[config.mk]
export PLATFORM = sky130hd
export DESIGN_NAME = wdog_top
export DESIGN_NICKNAME = d
export VERILOG_FILES = /design/src/rtl/wdog_pkg.sv /design/src/rtl/wdog_dp.sv /design/src/rtl/wdog_ctrl.sv /design/src/rtl/wdog_top.sv
export SDC_FILE = /design/constraint.sdc
export NUM_CORES = 1
export LEC_CHECK = 0
export ABC_AREA = 1
export BUFFER_PORTS_ARGS = -buffer_cell sky130_fd_sc_hd__buf_2
export CORE_ASPECT_RATIO = 1.4
export CORE_MARGIN = 1
export CORE_UTILIZATION = 63
export CTS_BUF_LIST = sky130_fd_sc_hd__clkbuf_8
export CTS_CLUSTER_SIZE = 24
export DETAILED_ROUTE_END_ITERATION = 7
export PLACE_DENSITY = 0.95
export SETUP_SLACK_MARGIN = 0.3
export SLEW_MARGIN = 20
export SYNTH_ARGS = -nofsm -noshare
export SYNTH_HDL_FRONTEND = slang
export SYNTH_HIERARCHICAL = 1
export SYNTH_SLANG_ARGS = --single-unit
[constraint.sdc]
create_clock -name clk -period 4.1 [get_ports clk]
set_input_delay 0.82 -clock clk [delete_from_list [all_inputs] [get_ports clk]]
set_output_delay 0.82 -clock clk [all_outputs]
set_load 0.01 [all_outputs]
[src/rtl/wdog_pkg.sv]
package wdog_pkg;
  localparam logic [7:0] OFF_CTRL    = 8'h00;
  localparam logic [7:0] OFF_RANGE   = 8'h04;
  localparam logic [7:0] OFF_COUNT   = 8'h08;
  localparam logic [7:0] OFF_RESTART = 8'h0C;
  localparam logic [7:0] OFF_STATUS  = 8'h10;
  localparam logic [7:0] OFF_ACK     = 8'h14;
  localparam logic [31:0] KICK_KEY   = 32'h0000_0076;

  typedef struct packed {
    logic load;
    logic dec;
  } dpStrobe_t;

  typedef enum logic {
    ST_COUNT = 1'b0,
    ST_PULSE = 1'b1
  } wdState_t;
endpackage

[src/rtl/wdog_dp.sv]
module wdog_dp
  import wdog_pkg::*;
#(
  parameter int CNT_W   = 32,
  parameter int BASE_W  = 16,
  parameter int RANGE_W = 4
) (
  input  logic               clk,
  input  logic               rstN,
  input  dpStrobe_t          strobe,
  input  logic [RANGE_W-1:0] rangeCode,
  output logic [CNT_W-1:0]   cntVal,
  output logic [CNT_W-1:0]   reloadVal,
  output logic               cntZero
);
  localparam int NCODE = 1 << RANGE_W;
  localparam logic [CNT_W-1:0] RST_VAL =
    (BASE_W >= CNT_W) ? {CNT_W{1'b1}} : CNT_W'((64'd1 << BASE_W) - 64'd1);

  logic [CNT_W-1:0] reloadTab [NCODE];

  for (genvar i = 0; i < NCODE; i++) begin : g_tab
    if (BASE_W + i >= CNT_W) begin : g_sat
      assign reloadTab[i] = {CNT_W{1'b1}};
    end else begin : g_pow
      assign reloadTab[i] = CNT_W'((64'd1 << (BASE_W + i)) - 64'd1);
    end
  end

  assign reloadVal = reloadTab[rangeCode];
  assign cntZero   = (cntVal == '0);

  always_ff @(posedge clk or negedge rstN) begin
    if (!rstN) begin
      cntVal <= RST_VAL;
    end else if (strobe.load) begin
      cntVal <= reloadVal;
    end else if (strobe.dec) begin
      cntVal <= cntVal - 1'b1;
    end
  end
endmodule

[src/rtl/wdog_ctrl.sv]
module wdog_ctrl
  import wdog_pkg::*;
#(
  parameter int CNT_W   = 32,
  parameter int RANGE_W = 4,
  parameter int PULSE_W = 3,
  parameter int ADDR_W  = 8
) (
  input  logic               clk,
  input  logic               rstN,
  input  logic               busSel,
  input  logic               busWr,
  input  logic [ADDR_W-1:0]  busAddr,
  input  logic [31:0]        busWdata,
  input  logic [CNT_W-1:0]   cntVal,
  input  logic               cntZero,
  output logic [31:0]        busRdata,
  output logic               irqOut,
  output logic               sysRstOut,
  output dpStrobe_t          strobe,
  output logic               enBit,
  output logic               modeBit,
  output logic [PULSE_W-1:0] pulseSel,
  output logic [RANGE_W-1:0] rangeCode
);
  localparam int PCNT_W = (1 << PULSE_W) + 1;

  wdState_t          st;
  logic              irqPend;
  logic [PCNT_W-1:0] pulseCnt;
  logic              wrCtrl, wrRange, kick, rdAck;
  logic              timeout, goReset, pulseLast;
  logic [PCNT_W-1:0] pulseLen;

  assign wrCtrl  = busSel && busWr && (busAddr == ADDR_W'(OFF_CTRL));
  assign wrRange = busSel && busWr && (busAddr == ADDR_W'(OFF_RANGE));
  assign kick    = busSel && busWr && (busAddr == ADDR_W'(OFF_RESTART))
                   && (busWdata == KICK_KEY);
  assign rdAck   = busSel && !busWr && (busAddr == ADDR_W'(OFF_ACK));

  assign timeout   = enBit && (st == ST_COUNT) && !kick && cntZero;
  assign goReset   = !modeBit || irqPend;
  assign pulseLast = (st == ST_PULSE) && (pulseCnt == PCNT_W'(1));
  assign pulseLen  = PCNT_W'(1) << ({1'b0, pulseSel} + 1'b1);

  always_comb begin
    strobe.load = !enBit
                  || ((st == ST_COUNT) && kick)
                  || (timeout && !goReset)
                  || pulseLast;
    strobe.dec  = enBit && (st == ST_COUNT) && !kick && !cntZero;
  end

  always_ff @(posedge clk or negedge rstN) begin
    if (!rstN) begin
      enBit     <= 1'b0;
      modeBit   <= 1'b0;
      pulseSel  <= '0;
      rangeCode <= '0;
      irqPend   <= 1'b0;
      st        <= ST_COUNT;
      pulseCnt  <= '0;
    end else begin
      if (wrCtrl) begin
        enBit    <= busWdata[0];
        modeBit  <= busWdata[1];
        pulseSel <= busWdata[2 +: PULSE_W];
      end
      if (wrRange) begin
        rangeCode <= busWdata[RANGE_W-1:0];
      end
      if (rdAck) begin
        irqPend <= 1'b0;
      end
      if (!enBit) begin
        irqPend  <= 1'b0;
        st       <= ST_COUNT;
        pulseCnt <= '0;
      end else begin
        case (st)
          ST_COUNT: begin
            if (timeout) begin
              if (goReset) begin
                st       <= ST_PULSE;
                pulseCnt <= pulseLen;
              end else begin
                irqPend <= 1'b1;
              end
            end
          end
          ST_PULSE: begin
            if (pulseLast) begin
              st      <= ST_COUNT;
              irqPend <= 1'b0;
            end else begin
              pulseCnt <= pulseCnt - 1'b1;
            end
          end
          default: st <= ST_COUNT;
        endcase
      end
    end
  end

  assign irqOut    = irqPend;
  assign sysRstOut = (st == ST_PULSE);

  always_comb begin
    busRdata = '0;
    case (busAddr)
      ADDR_W'(OFF_CTRL):   busRdata = 32'({pulseSel, modeBit, enBit});
      ADDR_W'(OFF_RANGE):  busRdata = 32'(rangeCode);
      ADDR_W'(OFF_COUNT):  busRdata = 32'(cntVal);
      ADDR_W'(OFF_STATUS): busRdata = 32'(irqPend);
      ADDR_W'(OFF_ACK):    busRdata = 32'(irqPend);
      default:             busRdata = '0;
    endcase
  end
endmodule

[src/rtl/wdog_top.sv]
module wdog_top
  import wdog_pkg::*;
#(
  parameter int CNT_W   = 32,
  parameter int BASE_W  = 16,
  parameter int RANGE_W = 4,
  parameter int PULSE_W = 3,
  parameter int ADDR_W  = 8
) (
  input  logic              clk,
  input  logic              rstN,
  input  logic              busSel,
  input  logic              busWr,
  input  logic [ADDR_W-1:0] busAddr,
  input  logic [31:0]       busWdata,
  output logic [31:0]       busRdata,
  output logic              irqOut,
  output logic              sysRstOut
);
  dpStrobe_t          strobe;
  logic [CNT_W-1:0]   cntVal;
  logic [CNT_W-1:0]   reloadVal;
  logic               cntZero;
  logic               enBit;
  logic               modeBit;
  logic [PULSE_W-1:0] pulseSel;
  logic [RANGE_W-1:0] rangeCode;

  wdog_ctrl #(
    .CNT_W(CNT_W), .RANGE_W(RANGE_W), .PULSE_W(PULSE_W), .ADDR_W(ADDR_W)
  ) u_ctrl (
    .clk(clk), .rstN(rstN),
    .busSel(busSel), .busWr(busWr), .busAddr(busAddr), .busWdata(busWdata),
    .cntVal(cntVal), .cntZero(cntZero),
    .busRdata(busRdata), .irqOut(irqOut), .sysRstOut(sysRstOut),
    .strobe(strobe), .enBit(enBit), .modeBit(modeBit),
    .pulseSel(pulseSel), .rangeCode(rangeCode)
  );

  wdog_dp #(
    .CNT_W(CNT_W), .BASE_W(BASE_W), .RANGE_W(RANGE_W)
  ) u_dp (
    .clk(clk), .rstN(rstN), .strobe(strobe), .rangeCode(rangeCode),
    .cntVal(cntVal), .reloadVal(reloadVal), .cntZero(cntZero)
  );
endmodule

==> results of run 1 <==
repair_timing:
| item | 4_1_cts | 5_1_grt |
|---|---|---|
| gates resized for setup | 0 | 1 |
| endpoints found under the setup margin | 0 | 21 |
| hold buffers | 0 | 0 |
report_power, final:
part | switching, uW | internal, uW | total, uW
Sequential | 17.2 | 523 | 541
Clock | 170 | 242 | 412
Combinational | 84.9 | 47.9 | 133
Total | 272 | 813 | 1090
worst max-delay path, delay by kind of cell (launching register included):
family,cells,cell delay [ns]
DFF,1,0.39
adders and majority gates,1,0.23
buffers and inverters,2,0.33
and+or+nand+nor,9,1.67
AOI/OAI and AO/OA,3,0.82
worst paths after layout:
kind                                             endpoint  cells after the start
setup / recovery               u_dp/cntVal[9]$_DFFE_PN1P_                     15
hold / removal                u_dp/cntVal[19]$_DFFE_PN0P_                      1
setup reg to reg               u_dp/cntVal[9]$_DFFE_PN1P_                     15
hold reg to reg                u_dp/cntVal[9]$_DFFE_PN1P_                      2
max in group asynchronous  u_ctrl/pulseCnt[7]$_DFFE_PN0P_                      2
min in group clk               u_dp/cntVal[9]$_DFFE_PN1P_                      2
registers in the layout, indices dropped and copies added, names as in the netlist:
signal,flops
u_ctrl/pulseSel,3
u_ctrl/irqOut,1
u_ctrl/rangeCode,4
u_ctrl/modeBit,1
u_ctrl/sysRstOut,1
u_ctrl/pulseCnt,9
u_dp/cntVal,32
u_ctrl/enBit,1
through the flow:
stage | total power [uW] | setup slack, ns | std cells | utilization | cell area [um^2]
5_1_grt | 1130 | 0.333 | 783 | 0.744 | 4620
3_3_place_gp | 674 | 0.599 | 775 | 0.721 | 4480
4_1_cts | 1090 | 0.375 | 783 | 0.742 | 4610
3_5_place_dp | 678 | 0.418 | 775 | 0.721 | 4480
2_1_floorplan | 624 | 1.55 | 634 | - | 4040
6_report | 1090 | 0.599 | 783 | 0.744 | 4620
cell type report:
cell class	count	area, um^2	area share
inverters	104	390	0.0845
clock inverters	3	63.8	0.0138
multi-input cells	466	2270	0.491
flip-flops and latches	52	1320	0.286
repair buffers	81	418	0.0905
clock buffers	5	68.8	0.0149
well taps	72	90.1	0.0195
metal layers:
layer | up-vias | part of all wire | GRT usage
met5 | - | 0 | 0
met4 | 0 | 0.046 | 0.197
met3 | 46 | 0.053 | 0.0417
met2 | 206 | 0.52 | 0.618
met1 | 2040 | 0.38 | 0.380
li1 | 2158 | - | -
==> summary.md, run 1 <==
| Metric | Value |
|---|---|
| DIE AREA | `6740 um^2` |
| Hold WS | `0.508 ns` |
| Kind of critical path | `flip-flop to flip-flop` |
| Measured slew at the worst slew-check pin | `0.851 ns` |
| CP Max Fanout | `21` |
| Setup_tns | `0 ns` |
| DR iter-0 viols | `315` |
| Worst Setup SP | `u_dp/cntVal[0]$_DFFE_PN1P_` |
| Cell count after synthesis | `634` |
| Max cap viols | `0` |
| Post-Syn Area | `4040 um^2` |
| Maximum vdd ir drop | `0.195 mV` |
| Fraction of layout cells with a size suffix above 1 | `0.203` |
| I/O Buffers | `77` |
| CTS buffer count | `5` |
| WP data required | `4.35 ns` |
| Row cnt | `34` |
| Hold Fails Final Rpt | `0` |
| Yosys warning count | `6` |
| Vias in the first global route | `4336` |
| Nets | `757` |
| Wire per inst | `14.2 um` |
| Most common cell after layout, fill and taps aside | `nand2_1` |
| Antenna violations before repair | `0` |
| Max stage delay on crit path | `0.53 ns` |
| I/O pins | `78` |
| Initial core utilization | `0.650` |
| RSZ-0062 raised after global routing | `no` |
| Wirelength, routed | `11100 um` |
| Syn_nets | `681` |
| CP Capture Type | `flip-flop` |
| Routability congestion estimate | `0.969` |
| R2r setup slk | `0.60 ns` |
| Worst Path Arrival | `3.75 ns` |
| Worst path cell trace | `inv_1, ha_1, nand2_2, nor2_8, nand2_4, nor4_2, nand4_1, o211ai_1, nor2_2, buf_4, nor2_1, nand2_1, o21ai_0, o21ai_0, nand2_1` |
| FILL cells | `515` |
| Critical Path Source Type | `flip-flop` |
| Slowest CP cell | `nor4_2` |
| HP Class | `primary input to async pin` |
| Largest net degree at the start of global routing | `47` |
| Clk Latency, worst-skew pair | `0.30 ns` |
| DIE HEIGHT | `96.7 um` |
| Antenna Cells | `0` |
| Worst rel slew slack | `0.430` |
| DRC | `0` |
| Final count of negative-setup-slack endpoints | `0` |
| Clock root cell | `clkbuf_8` |
| P per Cell Area | `235 nW/um^2` |
| Placeable Area | `6210 um^2` |
| Clock Pin Slew Worst Setup and Hold Paths | `0.10 ns` |
| Synth Area per Inst | `6.37 um^2` |
| Lkg Pwr | `0.00254 uW` |
| Clk buf depth | `2` |
| Status | `complete, no violations` |
| Final ANT Viol Nets | `0` |
| CTS tree | `built` |
| GRT Total Usage | `0.342` |
| Reg2Reg Launch Point | `u_dp/cntVal[0]$_DFFE_PN1P_` |
| Via count | `4450` |
| DP HPWL | `8370 um` |
| Worst Skew | `0.00580 ns` |
| GRT Residual Overflow | `0` |
| Htree depth | `2` |
| Period utilisation layout | `0.854` |
| DR pass1 iterations | `5` |
| Post-CTS Setup Bufs | `0` |
| Max frequency | `0.286 GHz` |
| Vias per inst | `5.68` |
| Period minus WS final | `3.50 ns` |
| Slew Viols, Final | `0` |
| Die extent in x | `69.7 um` |
| Most frequent cells in the layout | `nand2_1, nor2_1, inv_1` |
| First-pass GRT wire length | `18900 um` |
| Clock sink count | `52` |
| Layout area overhead | `14.4%` |
(Power assumes the default switching activity.)
==> run 2, diff against run 1 <==
--- a/config.mk
+++ b/config.mk
@@ -9,3 +9,3 @@
 export BUFFER_PORTS_ARGS = -buffer_cell sky130_fd_sc_hd__buf_2
-export CORE_ASPECT_RATIO = 1.4
+export CORE_ASPECT_RATIO = 1.75
 export CORE_MARGIN = 1
--- a/constraint.sdc
+++ b/constraint.sdc
@@ -3,2 +3,2 @@
 set_output_delay 0.82 -clock clk [all_outputs]
-set_load 0.01 [all_outputs]
+set_load 0.1 [all_outputs]
==> run 2 against run 1 <==
  * Non-clock buffer count shrank 1
  * Sequential power is essentially flat
  * Sequential cell count is the same
  * First-iteration DRC count grew 28%
  * Combinational power grew 3%
  * Via count grew 1.2%
  * Critical endpoint is now u_dp/cntVal[31]$_DFFE_PN0P_
  * Maximum frequency grew 1.9%
  * Total power shrank 9.2%
  * Highest routed layer unchanged
  * Utilization shrank 0.39 points
  * Register-to-register slack gained 0.06 ns
  * Cell count grew 0.89%
==> summary.md, run 2 (synthesized netlist as in run 1, its figures left out) <==
| Metric | Value |
|---|---|
| Worst path cell trace | `inv_1, ha_1, nand2_2, nor2_8, nand2_4, nor4_1, nor2_1, nor2_2, inv_2, nand4_1, nor2_1, a21oi_1, nor3_2` |
| Fraction of layout cells with a size suffix above 1 | `0.201 (-0.00112)` |
| I/O pins | `78 (unchanged)` |
| DRC | `0 (unchanged)` |
| Period minus WS final | `3.44 ns (-0.0650 ns)` |
| I/O Buffers | `77 (unchanged)` |
| Comb power frac | `0.139 (+0.017)` |
| Layout Cell Area excl Fill | `4570 um^2 (-1.0%)` |
| CTS tree | `built` |
| Clk pwr share | `0.312 (-0.068)` |
| DR iter-0 viols | `404 (+28%)` |
| Largest net degree at the start of global routing | `38 (-19%)` |
| Antenna Cells | `0 (unchanged)` |
| Wirelength, routed | `11300 um (+2.0%)` |
| GRT Total Usage | `0.357 (+0.0151)` |
| Slew Viols, Final | `0 (unchanged)` |
| Worst Setup SP | `u_dp/cntVal[1]$_DFFE_PN1P_` |
| Worst rel slew slack | `0.346 (-0.0840)` |
| CTS Hold Buffers Added | `0 (unchanged)` |
| Vias per inst | `5.70 (+0.27%)` |
| Reg2Reg Launch Point | `u_dp/cntVal[1]$_DFFE_PN1P_` |
| Internal Pwr Total | `706 uW (-13%)` |
| Worst Path Arrival | `3.64 ns (-0.11 ns)` |
| Reg with most FFs | `u_dp/cntVal` |
| Max FFs per register | `32 (unchanged)` |
| RSZ-0062 raised after global routing | `no` |
| Maximum vdd ir drop | `0.199 mV (+2.2%)` |
| Row cnt | `38 (+12%)` |
| Critical Path Stages | `13 (-2)` |
| Reg-to-Reg End | `u_dp/cntVal[31]$_DFFE_PN0P_` |
| CP Max Fanout | `22 (+4.8%)` |
| Clk Latency, worst-skew pair | `0.32 ns (+0.02 ns)` |
| Max frequency | `0.291 GHz (+1.9%)` |
| Htree depth | `2 (unchanged)` |
| Total power | `985 uW (-9.2%)` |
| Final ANT Viol Nets | `0 (unchanged)` |
| Routability congestion estimate | `1.04 (+7.2%)` |
| P per Cell Area | `216 nW/um^2 (-8.3%)` |
| Layout area overhead | `13.2%` |
| Status | `complete, no violations` |
| Clock sink count | `52 (unchanged)` |
| WP data required | `4.31 ns (-0.04 ns)` |
| WP buf/inv | `2 (unchanged)` |
| CP most frequent cell | `nor2_1` |
| FILL cells | `498 (-3.3%)` |
| Worst Skew | `0.0104 ns (+0.00460 ns)` |
| Most common cell after layout, fill and taps aside | `nand2_1` |
| Post-CTS Setup Bufs | `0 (unchanged)` |
| Nets | `756 (-0.13%)` |
| CTS buffer count | `5 (unchanged)` |
| FF-to-FF path depth | `13 (-2)` |
| Hold Fails Final Rpt | `0 (unchanged)` |
| Max cap viols | `0 (unchanged)` |
| First-pass GRT wire length | `19200 um (+1.5%)` |
| DIE AREA | `6750 um^2 (+0.12%)` |
| DIE HEIGHT | `108 um (+12%)` |
| Initial core utilization | `0.653 (+0.00316)` |
| Final count of negative-setup-slack endpoints | `0 (unchanged)` |
| Most frequent cells in the layout | `nand2_1, nor2_1, inv_1` |
| Critical Path Source Type | `flip-flop` |
| Clock Pin Slew Worst Setup and Hold Paths | `0.09 ns (about the same)` |
| CP top delay family | `simple AND/OR/NAND/NOR gates` |
| Wire per inst | `14.3 um (+1.1%)` |
| Psw | `280 uW (+2.7%)` |
| Antenna violations before repair | `0 (unchanged)` |
| Measured slew at the worst slew-check pin | `0.980 ns (+0.129 ns)` |
| Biggest regs | `u_dp/cntVal (32), u_ctrl/pulseCnt (9), u_ctrl/rangeCode (4)` |
| DR pass1 iterations | `7 (+2)` |
| Kind of critical path | `flip-flop to flip-flop` |
| HP Class | `flip-flop to flip-flop` |
| Placeable Area | `6180 um^2 (-0.48%)` |
| Clock root cell | `clkbuf_8` |
| Crit path to | `u_dp/cntVal[31]$_DFFE_PN0P_` |
| Die extent in x | `62.5 um (-10%)` |
| Period utilisation layout | `0.838 (-0.0159)` |
| Lkg Pwr | `0.00251 uW (-0.99%)` |
| Via count | `4502 (+1.2%)` |
| Max stage delay on crit path | `0.77 ns (+0.24 ns)` |
| DP HPWL | `8560 um (+2.2%)` |
| Register share of total power | `0.549 (+0.051)` |
| Sw Share | `0.284 (+0.0328)` |
| Dpl cell area | `4480 um^2 (about the same)` |
| R2r setup slk | `0.66 ns (+0.06 ns)` |
| Slowest CP cell | `nor2_2` |
| Util after Layout | `0.740 (-0.00388)` |
| GRT Residual Overflow | `0 (unchanged)` |
| Post-cts sizing count | `0 (unchanged)` |
| CP Capture Type | `flip-flop` |
| Vias in the first global route | `4367 (+0.71%)` |
| Setup_tns | `0 ns (unchanged)` |
| Clk buf depth | `2 (unchanged)` |
run 2: worst min-delay path by stage:
stage                                              start                        endpoint  slack (ns)  cells past startpoint
after global placement    u_ctrl/pulseCnt[1]$_DFFE_PN0P_  u_ctrl/pulseCnt[1]$_DFFE_PN0P_        0.49                      2
after detailed placement  u_ctrl/pulseCnt[1]$_DFFE_PN0P_  u_ctrl/pulseCnt[1]$_DFFE_PN0P_        0.49                      2
after global routing         u_dp/cntVal[14]$_DFFE_PN1P_     u_dp/cntVal[14]$_DFFE_PN1P_        0.56                      2
after floorplan           u_ctrl/pulseCnt[1]$_DFFE_PN0P_  u_ctrl/pulseCnt[1]$_DFFE_PN0P_        0.46                      2
final                     u_ctrl/pulseCnt[1]$_DFFE_PN0P_  u_ctrl/pulseCnt[1]$_DFFE_PN0P_        0.51                      2
after CTS                 u_ctrl/pulseCnt[1]$_DFFE_PN0P_  u_ctrl/pulseCnt[1]$_DFFE_PN0P_        0.51                      2
run 2: final cells by class:
class	instances	area, um^2	share of cell area
tap	80	100	0.0219
clock buffer	6	82.6	0.0181
inverter	104	390	0.0854
clock inverter	2	10.0	0.00219
sequential	52	1320	0.289
timing repair buffer	80	408	0.0892
multi-input combinational	466	2260	0.494
run 2: per-layer routing:
layer  track usage  vias up  share of wire
met4         0.231        0          0.060
met1         0.369     2030           0.35
li1              -     2147              -
met2         0.666      252           0.52
met5             0        -              0
met3        0.0466       73          0.062
run 2: stage by stage:
stage / instances / setup WS [ns] / hold WS, ns
finish: 790 / 0.664 / 0.513
global route: 790 / 0.427 / 0.557
global placement: 782 / 0.714 / 0.486
floorplan: 634 / 0.459 / 0.464
detailed placement: 782 / 0.578 / 0.485
CTS: 790 / 0.743 / 0.507
run 2: power groups by stage:
stage               combinational (uW)  sequential [uW]  clock (uW)
floorplan                         83.4              544           0
finish                             137              541         307
CTS                                134              541         312
global route                       154              543         331
global placement                   129              549           0
detailed placement                 133              550           0
run 2: tightest hold or removal path, delay by kind of cell (launching register included):
family	cells	cell delay (ns)
DFF	1	0.38
and+or+nand+nor	2	0.11
